## src/rtl/ttt_pkg.sv

```systemverilog
package ttt_pkg;
   typedef enum logic [2:0] {
      G_CLK  = 3'd0,
      G_CTL  = 3'd1,
      G_CNT  = 3'd2,
      G_IVL  = 3'd3,
      G_STS  = 3'd4,
      G_IEN  = 3'd5,
      G_NONE = 3'd6
   } grp_e;

   localparam int NGRP       = 6;
   localparam int CH_STRIDE  = 4;
   localparam logic [7:0] GRP_BASE [NGRP] = '{8'h00, 8'h0C, 8'h18, 8'h24, 8'h54, 8'h60};

   // counter control bit positions
   localparam int CTL_STOP  = 0;
   localparam int CTL_MODE  = 1;
   localparam int CTL_RSTRT = 4;
   localparam int CTL_SPARE = 5;
   // clock control bit positions
   localparam int CKC_PSEN  = 0;
   localparam int CKC_EXP_LO = 1;
   localparam int CKC_SRC   = 5;
endpackage

```

## src/rtl/ttt_prescaler.sv

```systemverilog
module ttt_prescaler #(
   parameter int EXP_W        = 4,
   parameter bit HAS_PRESCALE = 1'b1
) (
   input  logic             clk,
   input  logic             rst_n,
   input  logic             run,
   input  logic             clr,
   input  logic             ps_en,
   input  logic [EXP_W-1:0] expo,
   output logic             tick
);
   localparam int PW = 2 ** EXP_W;

   generate
      if (HAS_PRESCALE) begin : g_div
         logic [PW-1:0] phase_q;
         logic [PW-1:0] mask;
         logic [EXP_W:0] shamt;

         always_comb begin
            shamt = {1'b0, expo} + 1'b1;
            mask  = ~({PW{1'b1}} << shamt);
         end

         always_ff @(posedge clk) begin
            if (!rst_n)   phase_q <= '0;
            else if (clr) phase_q <= '0;
            else if (run) phase_q <= phase_q + 1'b1;
         end

         assign tick = run && !clr && (!ps_en || ((phase_q & mask) == mask));
      end else begin : g_nodiv
         logic unused_ok;
         assign unused_ok = ps_en ^ (^expo);
         assign tick = run && !clr;
      end
   endgenerate
endmodule

```

## src/rtl/ttt_decode.sv

```systemverilog
module ttt_decode
   import ttt_pkg::*;
#(
   parameter int AW  = 8,
   parameter int NCH = 3,
   localparam int CHW = (NCH > 1) ? $clog2(NCH) : 1
) (
   input  logic           en,
   input  logic           we,
   input  logic [AW-1:0]  addr,
   output grp_e           grp,
   output logic [CHW-1:0] chi,
   output logic [NCH-1:0] wr_clk,
   output logic [NCH-1:0] wr_ctl,
   output logic [NCH-1:0] wr_ivl,
   output logic [NCH-1:0] wr_ien,
   output logic [NCH-1:0] rd_sts
);
   always_comb begin
      grp = G_NONE;
      chi = '0;
      for (int g = 0; g < NGRP; g++) begin
         for (int c = 0; c < NCH; c++) begin
            if (addr == AW'(int'(GRP_BASE[g]) + CH_STRIDE * c)) begin
               grp = grp_e'(g);
               chi = CHW'(c);
            end
         end
      end
   end

   generate
      for (genvar c = 0; c < NCH; c++) begin : g_strb
         logic here;
         assign here      = en && (grp != G_NONE) && (chi == CHW'(c));
         assign wr_clk[c] = here && we  && (grp == G_CLK);
         assign wr_ctl[c] = here && we  && (grp == G_CTL);
         assign wr_ivl[c] = here && we  && (grp == G_IVL);
         assign wr_ien[c] = here && we  && (grp == G_IEN);
         assign rd_sts[c] = here && !we && (grp == G_STS);
      end
   endgenerate
endmodule

```

## src/rtl/ttt_channel.sv

```systemverilog
module ttt_channel
   import ttt_pkg::*;
#(
   parameter int CW           = 16,
   parameter int EXP_W        = 4,
   parameter bit HAS_PRESCALE = 1'b1
) (
   input  logic          clk,
   input  logic          rst_n,
   input  logic          wr_clk,
   input  logic          wr_ctl,
   input  logic          wr_ivl,
   input  logic          wr_ien,
   input  logic          rd_sts,
   input  logic [CW-1:0] wdata,
   output logic [5:0]    ckc_q,
   output logic [5:0]    ctl_view,
   output logic [CW-1:0] count_q,
   output logic [CW-1:0] limit_q,
   output logic          ien_q,
   output logic          sts_q,
   output logic          stop_q,
   output logic          mode_q,
   output logic          irq
);
   localparam int CKC_EXP_HI = CKC_EXP_LO + EXP_W - 1;

   logic spare_q;
   logic restart;
   logic tick;
   logic at_limit;
   logic event_hit;

   assign restart = wr_ctl && wdata[CTL_RSTRT];

   always_ff @(posedge clk) begin
      if (!rst_n) begin
         ckc_q   <= '0;
         stop_q  <= 1'b1;
         mode_q  <= 1'b0;
         spare_q <= 1'b0;
         limit_q <= '1;
         ien_q   <= 1'b0;
      end else begin
         if (wr_clk) ckc_q <= wdata[5:0];
         if (wr_ctl) begin
            stop_q  <= wdata[CTL_STOP];
            mode_q  <= wdata[CTL_MODE];
            spare_q <= wdata[CTL_SPARE];
         end
         if (wr_ivl) limit_q <= wdata;
         if (wr_ien) ien_q <= wdata[0];
      end
   end

   ttt_prescaler #(.EXP_W(EXP_W), .HAS_PRESCALE(HAS_PRESCALE)) u_pre (
      .clk   (clk),
      .rst_n (rst_n),
      .run   (!stop_q),
      .clr   (restart),
      .ps_en (ckc_q[CKC_PSEN]),
      .expo  (ckc_q[CKC_EXP_HI:CKC_EXP_LO]),
      .tick  (tick)
   );

   assign at_limit  = mode_q && (count_q == limit_q);
   assign event_hit = tick && at_limit;

   always_ff @(posedge clk) begin
      if (!rst_n)        count_q <= '0;
      else if (restart)  count_q <= '0;
      else if (tick)     count_q <= at_limit ? '0 : count_q + 1'b1;
   end

   always_ff @(posedge clk) begin
      if (!rst_n)         sts_q <= 1'b0;
      else if (event_hit) sts_q <= 1'b1;
      else if (rd_sts)    sts_q <= 1'b0;
   end

   assign ctl_view = {spare_q, 1'b0, 2'b00, mode_q, stop_q};
   assign irq      = sts_q && ien_q;
endmodule

```

## src/rtl/triple_tick_timer.sv

```systemverilog
module triple_tick_timer
   import ttt_pkg::*;
#(
   parameter int AW           = 8,
   parameter int DW           = 16,
   parameter int CW           = 16,
   parameter int NCH          = 3,
   parameter int EXP_W        = 4,
   parameter bit HAS_PRESCALE = 1'b1
) (
   input  logic           clk,
   input  logic           rst_n,
   input  logic           bus_en,
   input  logic           bus_we,
   input  logic [AW-1:0]  bus_addr,
   input  logic [DW-1:0]  bus_wdata,
   output logic [DW-1:0]  bus_rdata,
   output logic [NCH-1:0] irq
);
   localparam int CHW = (NCH > 1) ? $clog2(NCH) : 1;

   generate
      if (NCH < 1 || NCH > 3) begin : g_bad_nch
         $error("NCH must be 1..3 to fit the 12-byte group stride");
      end
      if (DW < CW) begin : g_bad_dw
         $error("DW must hold a full count");
      end
      if (CW < 6) begin : g_bad_cw
         $error("CW must be at least 6");
      end
      if (AW < 7) begin : g_bad_aw
         $error("AW must reach offset 0x68");
      end
   endgenerate

   grp_e                     grp;
   logic [CHW-1:0]           chi;
   logic [NCH-1:0]           wr_clk, wr_ctl, wr_ivl, wr_ien, rd_sts;
   logic [NCH-1:0][5:0]      ckc_v, ctl_v;
   logic [NCH-1:0][CW-1:0]   cnt_v, lim_v;
   logic [NCH-1:0]           ien_v, sts_v, stop_v, mode_v;

   ttt_decode #(.AW(AW), .NCH(NCH)) u_dec (
      .en     (bus_en),
      .we     (bus_we),
      .addr   (bus_addr),
      .grp    (grp),
      .chi    (chi),
      .wr_clk (wr_clk),
      .wr_ctl (wr_ctl),
      .wr_ivl (wr_ivl),
      .wr_ien (wr_ien),
      .rd_sts (rd_sts)
   );

   generate
      for (genvar c = 0; c < NCH; c++) begin : g_ch
         ttt_channel #(.CW(CW), .EXP_W(EXP_W), .HAS_PRESCALE(HAS_PRESCALE)) u_ch (
            .clk      (clk),
            .rst_n    (rst_n),
            .wr_clk   (wr_clk[c]),
            .wr_ctl   (wr_ctl[c]),
            .wr_ivl   (wr_ivl[c]),
            .wr_ien   (wr_ien[c]),
            .rd_sts   (rd_sts[c]),
            .wdata    (bus_wdata[CW-1:0]),
            .ckc_q    (ckc_v[c]),
            .ctl_view (ctl_v[c]),
            .count_q  (cnt_v[c]),
            .limit_q  (lim_v[c]),
            .ien_q    (ien_v[c]),
            .sts_q    (sts_v[c]),
            .stop_q   (stop_v[c]),
            .mode_q   (mode_v[c]),
            .irq      (irq[c])
         );
      end
   endgenerate

   always_comb begin
      bus_rdata = '0;
      if (bus_en && !bus_we) begin
         unique case (grp)
            G_CLK:   bus_rdata = DW'(ckc_v[chi]);
            G_CTL:   bus_rdata = DW'(ctl_v[chi]);
            G_CNT:   bus_rdata = DW'(cnt_v[chi]);
            G_IVL:   bus_rdata = DW'(lim_v[chi]);
            G_STS:   bus_rdata = DW'(sts_v[chi]);
            G_IEN:   bus_rdata = DW'(ien_v[chi]);
            default: bus_rdata = '0;
         endcase
      end
   end
endmodule

```

## config.mk

```make
export PLATFORM = sky130hd
export DESIGN_NAME = triple_tick_timer
export DESIGN_NICKNAME = d
export VERILOG_FILES = /design/src/rtl/ttt_pkg.sv /design/src/rtl/ttt_prescaler.sv /design/src/rtl/ttt_decode.sv /design/src/rtl/ttt_channel.sv /design/src/rtl/triple_tick_timer.sv
export SDC_FILE = /design/constraint.sdc
export NUM_CORES = 1
export LEC_CHECK = 0
export BUFFER_PORTS_ARGS = -buffer_cell sky130_fd_sc_hd__buf_2
export CORE_MARGIN = 3
export CORE_UTILIZATION = 62
export DETAILED_ROUTE_END_ITERATION = 8
export PLACE_DENSITY = 0.8
export SYNTH_ARGS = -nofsm -noshare
export SYNTH_HDL_FRONTEND = slang
export SYNTH_SLANG_ARGS = --single-unit
```

## constraint.sdc

```tcl
create_clock -name clk -period 4.04 [get_ports clk]
set_input_delay 0.202 -clock clk [delete_from_list [all_inputs] [get_ports clk]]
set_output_delay 0.202 -clock clk [all_outputs]
set_load 0.05 [all_outputs]
```

; Yosys cells after proc, flatten, opt, wreduce, memory -nomap -nowiden
; Cells that the tools add are included.
[word_totals]
regBits = 177
elab_cells = 202
input_bits = 28
[classes]
mux = 58
add_sub_neg = 9
bitwise = 7
n_eq_ne = 31
shift = 3
n_lt_le_gt_ge = 1
reduce_logical = 66
[op_table]
columns = op, count
row1 = $add 16x1->16 const B, 6
row2 = $eq 16x16->1, 6
row3 = $mux 16, 6
row4 = $pmux 16 s6, 1
row5 = $bmux 16 s2, 2
row6 = $mux 3, 18
row7 = $and 16x16->16, 3
row8 = $eq 8x7->1 const B, 6
row9 = $not 16->16, 3
row10 = $shl 16x5->16 const A, 3
row11 = $logic_and 1x1->1, 44
row12 = $eq 8x5->1 const B, 4
row13 = $eq 8x6->1 const B, 4
row14 = $mux 2, 16
row15 = $bmux 6 s2, 2
row16 = $eq 8x4->1 const B, 2
row17 = $add 4x1->5 const B, 3
row18 = $mux 6, 2
row19 = $logic_not 1->1, 10
row20 = $mux 1, 9
row21 = $eq 8x3->1 const B, 1
row22 = $logic_not 8->1, 1
row23 = $eq 3x2->1 const B, 2
row24 = $eq 3x3->1 const B, 2
row25 = other kinds (12), 19

; Longest topological paths before layout
[logic_depth]
ltp_word = 30
mapped_depth = 12
depth_no_buf = 10

; By module
; A second synthesis with hierarchy kept.
[hier_totals]
hier_cells = 1195
area_unflattened_um2 = 10557.6
[modules_own_cells]
columns = mod, cells_each, seq_area_each_um2, instances, area_each_um2
row1 = ttt_channel, 201, 860.8, 3, 1933.1
row2 = ttt_prescaler (g_ch[1].u_ch.u_pre ...), 122, 320.3, 2, 1013.5
row3 = triple_tick_timer, 150, 0.0, 1, 1296.2
row4 = ttt_prescaler (g_ch[0].u_ch.u_pre), 113, 320.3, 1, 924.6
row5 = ttt_decode, 85, 0.0, 1, 510.5

; Worst setup path before layout
; No wires, ideal clock.
[synth_path]
path_kind = input -> output
startpoint = in bus_addr[2]
endpoint = out bus_rdata[2]
slack_ps = 992
path_buffers = 3
arrival_time_ps = 2846
path_stages = 7
cell_sequence = buf_2 > mux2_2 > a31oi_1 > clkbuf_1 > clkbuf_1 > o211ai_1 > a31oi_1
[synth_between]
elab_chain_len = 22
word_cells_on_any_way = 69
[synth_rtl]
columns = element, line
row1 = start: declaration, triple_tick_timer.sv:15  ; input logic [AW-1:0] bus_addr,
row2 = $eq 8x3->1 / $logic_not 8->1 (equally long branches), ttt_decode.sv:24  ; if (addr == AW'(int'(GRP_BASE[g]) + CH_STRIDE * c)) begin
row3 = $mux 1 / $mux 3 (equally long branches), ttt_decode.sv:24
row4 = $mux 2 / $mux 3 (equally long branches) (16 in series), ttt_decode.sv:24
row5 = "$bmux 16 s2, or another cell as far along", triple_tick_timer.sv:88  ; G_IVL: bus_rdata = DW'(lim_v[chi]);
row6 = "$mux 16 (implied by the code), or another cell as far along", triple_tick_timer.sv:88
row7 = $pmux 16 s6 *, triple_tick_timer.sv:84  ; unique case (grp)
row8 = $mux 16 *, triple_tick_timer.sv:83  ; if (bus_en && !bus_we) begin
row9 = end: declaration, triple_tick_timer.sv:17  ; output logic [DW-1:0] bus_rdata,
; Every way passes the cells marked *; elsewhere a longest branch is shown, timed or not. The select of a mux whose other input is x is not followed.

; Worst setup path in the final report
[layout_path]
startpoint = reg g_ch[0].u_ch.ckc_q[2]
endpoint = reg g_ch[0].u_ch.count_q[15]
[layout_between]
elab_chain_len = 7
[layout_rtl]
columns = element, line
row1 = start: declaration, ttt_channel.sv:16  ; output logic [5:0] ckc_q,
row2 = start signal: assignment, ttt_channel.sv:45  ; if (wr_clk) ckc_q <= wdata[5:0];
row3 = $add 4x1->5 *, ttt_prescaler.sv:22  ; shamt = {1'b0, expo} + 1'b1;
row4 = $shl 16x5->16 *, ttt_prescaler.sv:23  ; mask = ~({PW{1'b1}} << shamt);
row5 = $not 16->16 *, ttt_prescaler.sv:23
row6 = $and 16x16->16, ttt_prescaler.sv:32  ; assign tick = run && !clr && (!ps_en || ((phase_q & mask) == mask));
row7 = $eq 16x16->1 *, ttt_prescaler.sv:32
row8 = $logic_or 1x1->1 *, ttt_prescaler.sv:32
row9 = $logic_and 1x1->1 *, ttt_prescaler.sv:32
row10 = end signal: assignment, ttt_channel.sv:72  ; else if (tick) count_q <= at_limit ? '0 : count_q + 1'b1;
row11 = end: declaration, ttt_channel.sv:18  ; output logic [CW-1:0] count_q,
; Every way passes the cells marked *; elsewhere a longest branch is shown, timed or not.
; A chain may end at the register's enable or synchronous reset.

==> results.cfg <==
[global_route]
grt_max_degree = 70
grt_pass1_wl_mm = 43.4
antenna_found_initial = 0
overflow = 0
grt_pass1_vias = 8511
grtUsageTotal_pct = 29.6

[power]
p_sw_w = 0.000807
leakage_nw = 3.98
clock_power_share_pct = 48.3
p_total_w = 0.00363
ir_drop_uv = 321
swShare_pct = 22.2
internal_power_w = 0.00283
seq_power_share_pct = 48.0
power_density_nw_per_um2 = 325
combinationalPowerShare_pct = 3.7

[critical_path]
critPathKind = flip-flop to flip-flop
critPathMaxStageDelay_ns = 0.56
critPathTopFamily = compound AO/OA/AOI/OAI gates
slowest_stage = o41ai_4
cp_cell_sequence = ha_1, inv_1, ha_1, a21oi_1, o21ai_0, a32oi_1, o41ai_4, nand4b_1, or4_1, a21oi_1
arrival_ns = 3.64
r2r_start = g_ch[0].u_ch.ckc_q[2]$_SDFFE_PN0P_
path_buf_inv = 1
cp-end-kind = flip-flop
worstPathRequired_ns = 4.40
start_kind = flip-flop
cp-startpoint = g_ch[0].u_ch.ckc_q[2]$_SDFFE_PN0P_
worstPathMaxFanout = 10

[clocking]
cts_root_buffer = clkbuf_16
cts_buffer_depth = 2
cts_setup_buffers = 0
clock_sinks = 177
cts_tree = built
clk_latency_ns = 0.44
path_clk_slew_ns = 0.07
post_cts_resized = 0
cts_buffers = 17
htreeDepth = 4
ctsHoldBuffers = 0

[final_layout]
nNetsFinal = 1285
layout-drive-gt1-share_pct = 10.8
diodes = 0
area_delta_synth_final_pct = 8.95

[sta]
setup_tns_ns = 0
fin_crit_sh_pct = 81.4
slew_headroom_pct = 29.9
tightest_slew_ns = 1.05
hold_violations = 0
fmaxAchievable_mhz = 304
rsz0062_at_grt = no
clock_skew_ns = 0.00995
finalSetupViolCount = 0
period_minus_slack_ns = 3.29
final_max_slew_viol_count = 0

[floorplanning]
core_region_area_um2 = 16100
die_area_um2 = 18100
pin_count = 47
rows = 46
die_width_um = 135
die_h_um = 135
start_util_pct = 63.8

[logic_synthesis]
ys_warn_count = 0
synthAdderAreaFrac_pct = 2.07
async_reset_ff_share_pct = 0
syn-mean-instance-area_um2 = 8.31
syn-num-nets = 1279
syn_area_um2 = 10300
synth-xor-area-share_pct = 8.71
synth.most_common_cell = dfxtp_1
ys.flop_type = dfxtp_1
yosys.area.top_type_share_pct = 34.6
syn-instance-count = 1234
synth_cell_types = 80
synth_top_family_by_area = simple AND/OR/NAND/NOR gates
synth_edf_count = 0
synthTopCellsByCount = 177 x dfxtp_1, 161 x nand2_1, 86 x nor2_1
synth_area_leader_cell = dfxtp_1
synth_compound_area_share_pct = 17.6
muxShareOfSynthArea_pct = 7.18
yosysSeqAreaShare_pct = 34.6
ys_seq_elements = 177
synth_area_leaders = dfxtp_1 35%, mux2i_1 6.9%, nand2_1 5.9%, xnor2_1 4.7%, xor2_1 4.0%
synth-simple-area-share_pct = 25.7

[drt]
drt.antenna.violating_nets = 0
drt_wl_total_mm = 27.0
drtPass1Iterations = 8
vias = 9308
drt-vias-per-instance = 6.34
drtIter0Drc = 1148
drc_errors = 0
wl_per_cell_um = 18.4

[place]
place_congestion = 0.922
dpl.hpwl_mm = 19.1
io_buffers = 46

[flow_run]
max_cap_violations = 0

[worst_hold_path]
hp-start = bus_wdata[12]
hold_path.class = primary input to flip-flop

[status]
status = finished clean
[logic make-up after synthesis]
| family | after synthesis |
|---|---|
| muxes | 73 |
| xor gates and xnor gates | 102 |
| adders and majority gates | 17 |
| DFF | 177 |
| AOI/OAI and AO/OA | 257 |
| and+or+nand+nor | 512 |
| buffers and inverters | 96 |
[power groups by stage]
stage          logic (W)  clock network, W  registers (W)
2_1_floorplan  0.0000835                 0        0.00178
3_3_place_gp    0.000128                 0        0.00178
3_5_place_dp    0.000129                 0        0.00178
4_1_cts         0.000129           0.00177        0.00174
5_1_grt         0.000141           0.00185        0.00174
6_report        0.000133           0.00176        0.00174
[final cells by class]
type,instances,area [µm²]
Clock inverter,11,150
Multi-Input combinational cell,961,6300
Inverter,23,86.3
Timing Repair Buffer,60,335
Clock buffer,21,480
Tap cell,216,270
Fill cell,1261,4890
Sequential cell,177,3540
[cell usage in the layout, fill, tap and decap left out, types with 18 or more instances in the layout]
master   synthesis  layout
nand2_1        161     161
o21ai_0         38      38
or3_1           18      18
mux2i_1         71      71
dfxtp_1        177     177
nor2b_1         32      32
nor2_1          86      86
and3_1          21      21
or4_1           21      21
inv_1           23      23
a22oi_1         19      19
o31ai_1         21      21
nand4_1         33      33
xnor2_1         55      55
a21o_1          18      18
nand3_1         58      58
buf_2           15      46
a21oi_1         65      65
xor2_1          47      47
[tightest hold or removal path: stages]
cell	delay [ns]
buf_2	0.10
nand2_1	0.05
nand3_1	0.07
[path summary, 6_finish.rpt]
| path | endpoint | slack, ns | depth (start not counted) |
|---|---|---|---|
| worst max register to register | g_ch[0].u_ch.count_q[15]$_SDFFE_PP0P_ | 0.75 | 10 |
| worst min-delay path | g_ch[2].u_ch.limit_q[12]$_SDFFE_PN1P_ | 0.01 | 3 |
| worst max-delay path | g_ch[0].u_ch.count_q[15]$_SDFFE_PP0P_ | 0.75 | 10 |
| worst min register to register | g_ch[0].u_ch.spare_q$_SDFFE_PN0N_ | 0.48 | 2 |
[per-layer routing]
metal  wire (µm)  track usage (%)  vias up  share of wire, %
li1            -                -     4449                 -
met1       11600             40.3     4410                43
met2       12500             47.3      391                46
met3        2330             5.96       58               8.6
met4         580             9.56        0               2.1
met5           0                0        -                 0
[through the flow]
stage               hold WS, ns  std cells  setup slack, ns  instance area (µm²)  utilization, %
floorplan                 0.326       1234            0.992                10300               -
global placement          0.456       1437            0.910                10500            65.6
detailed placement        0.461       1437            0.787                10500            65.6
CTS                     0.00576       1469            0.778                11200            69.6
global route             0.0218       1469            0.490                11200            69.6
finish                   0.0138       1469            0.753                11200            69.6
[state kept, by name, summed over array words and instances (netlist names)]
signal                         count
g_ch.u_ch.spare_q                  3
g_ch.u_ch.ckc_q                   18
g_ch.u_ch.stop_q                   3
g_ch.u_ch.ien_q                    3
g_ch.u_ch.mode_q                   3
g_ch.u_ch.limit_q                 48
g_ch.u_ch.count_q                 48
g_ch.u_ch.sts_q                    3
g_ch.u_ch.u_pre.g_div.phase_q     48
(Power assumes the default switching activity.)
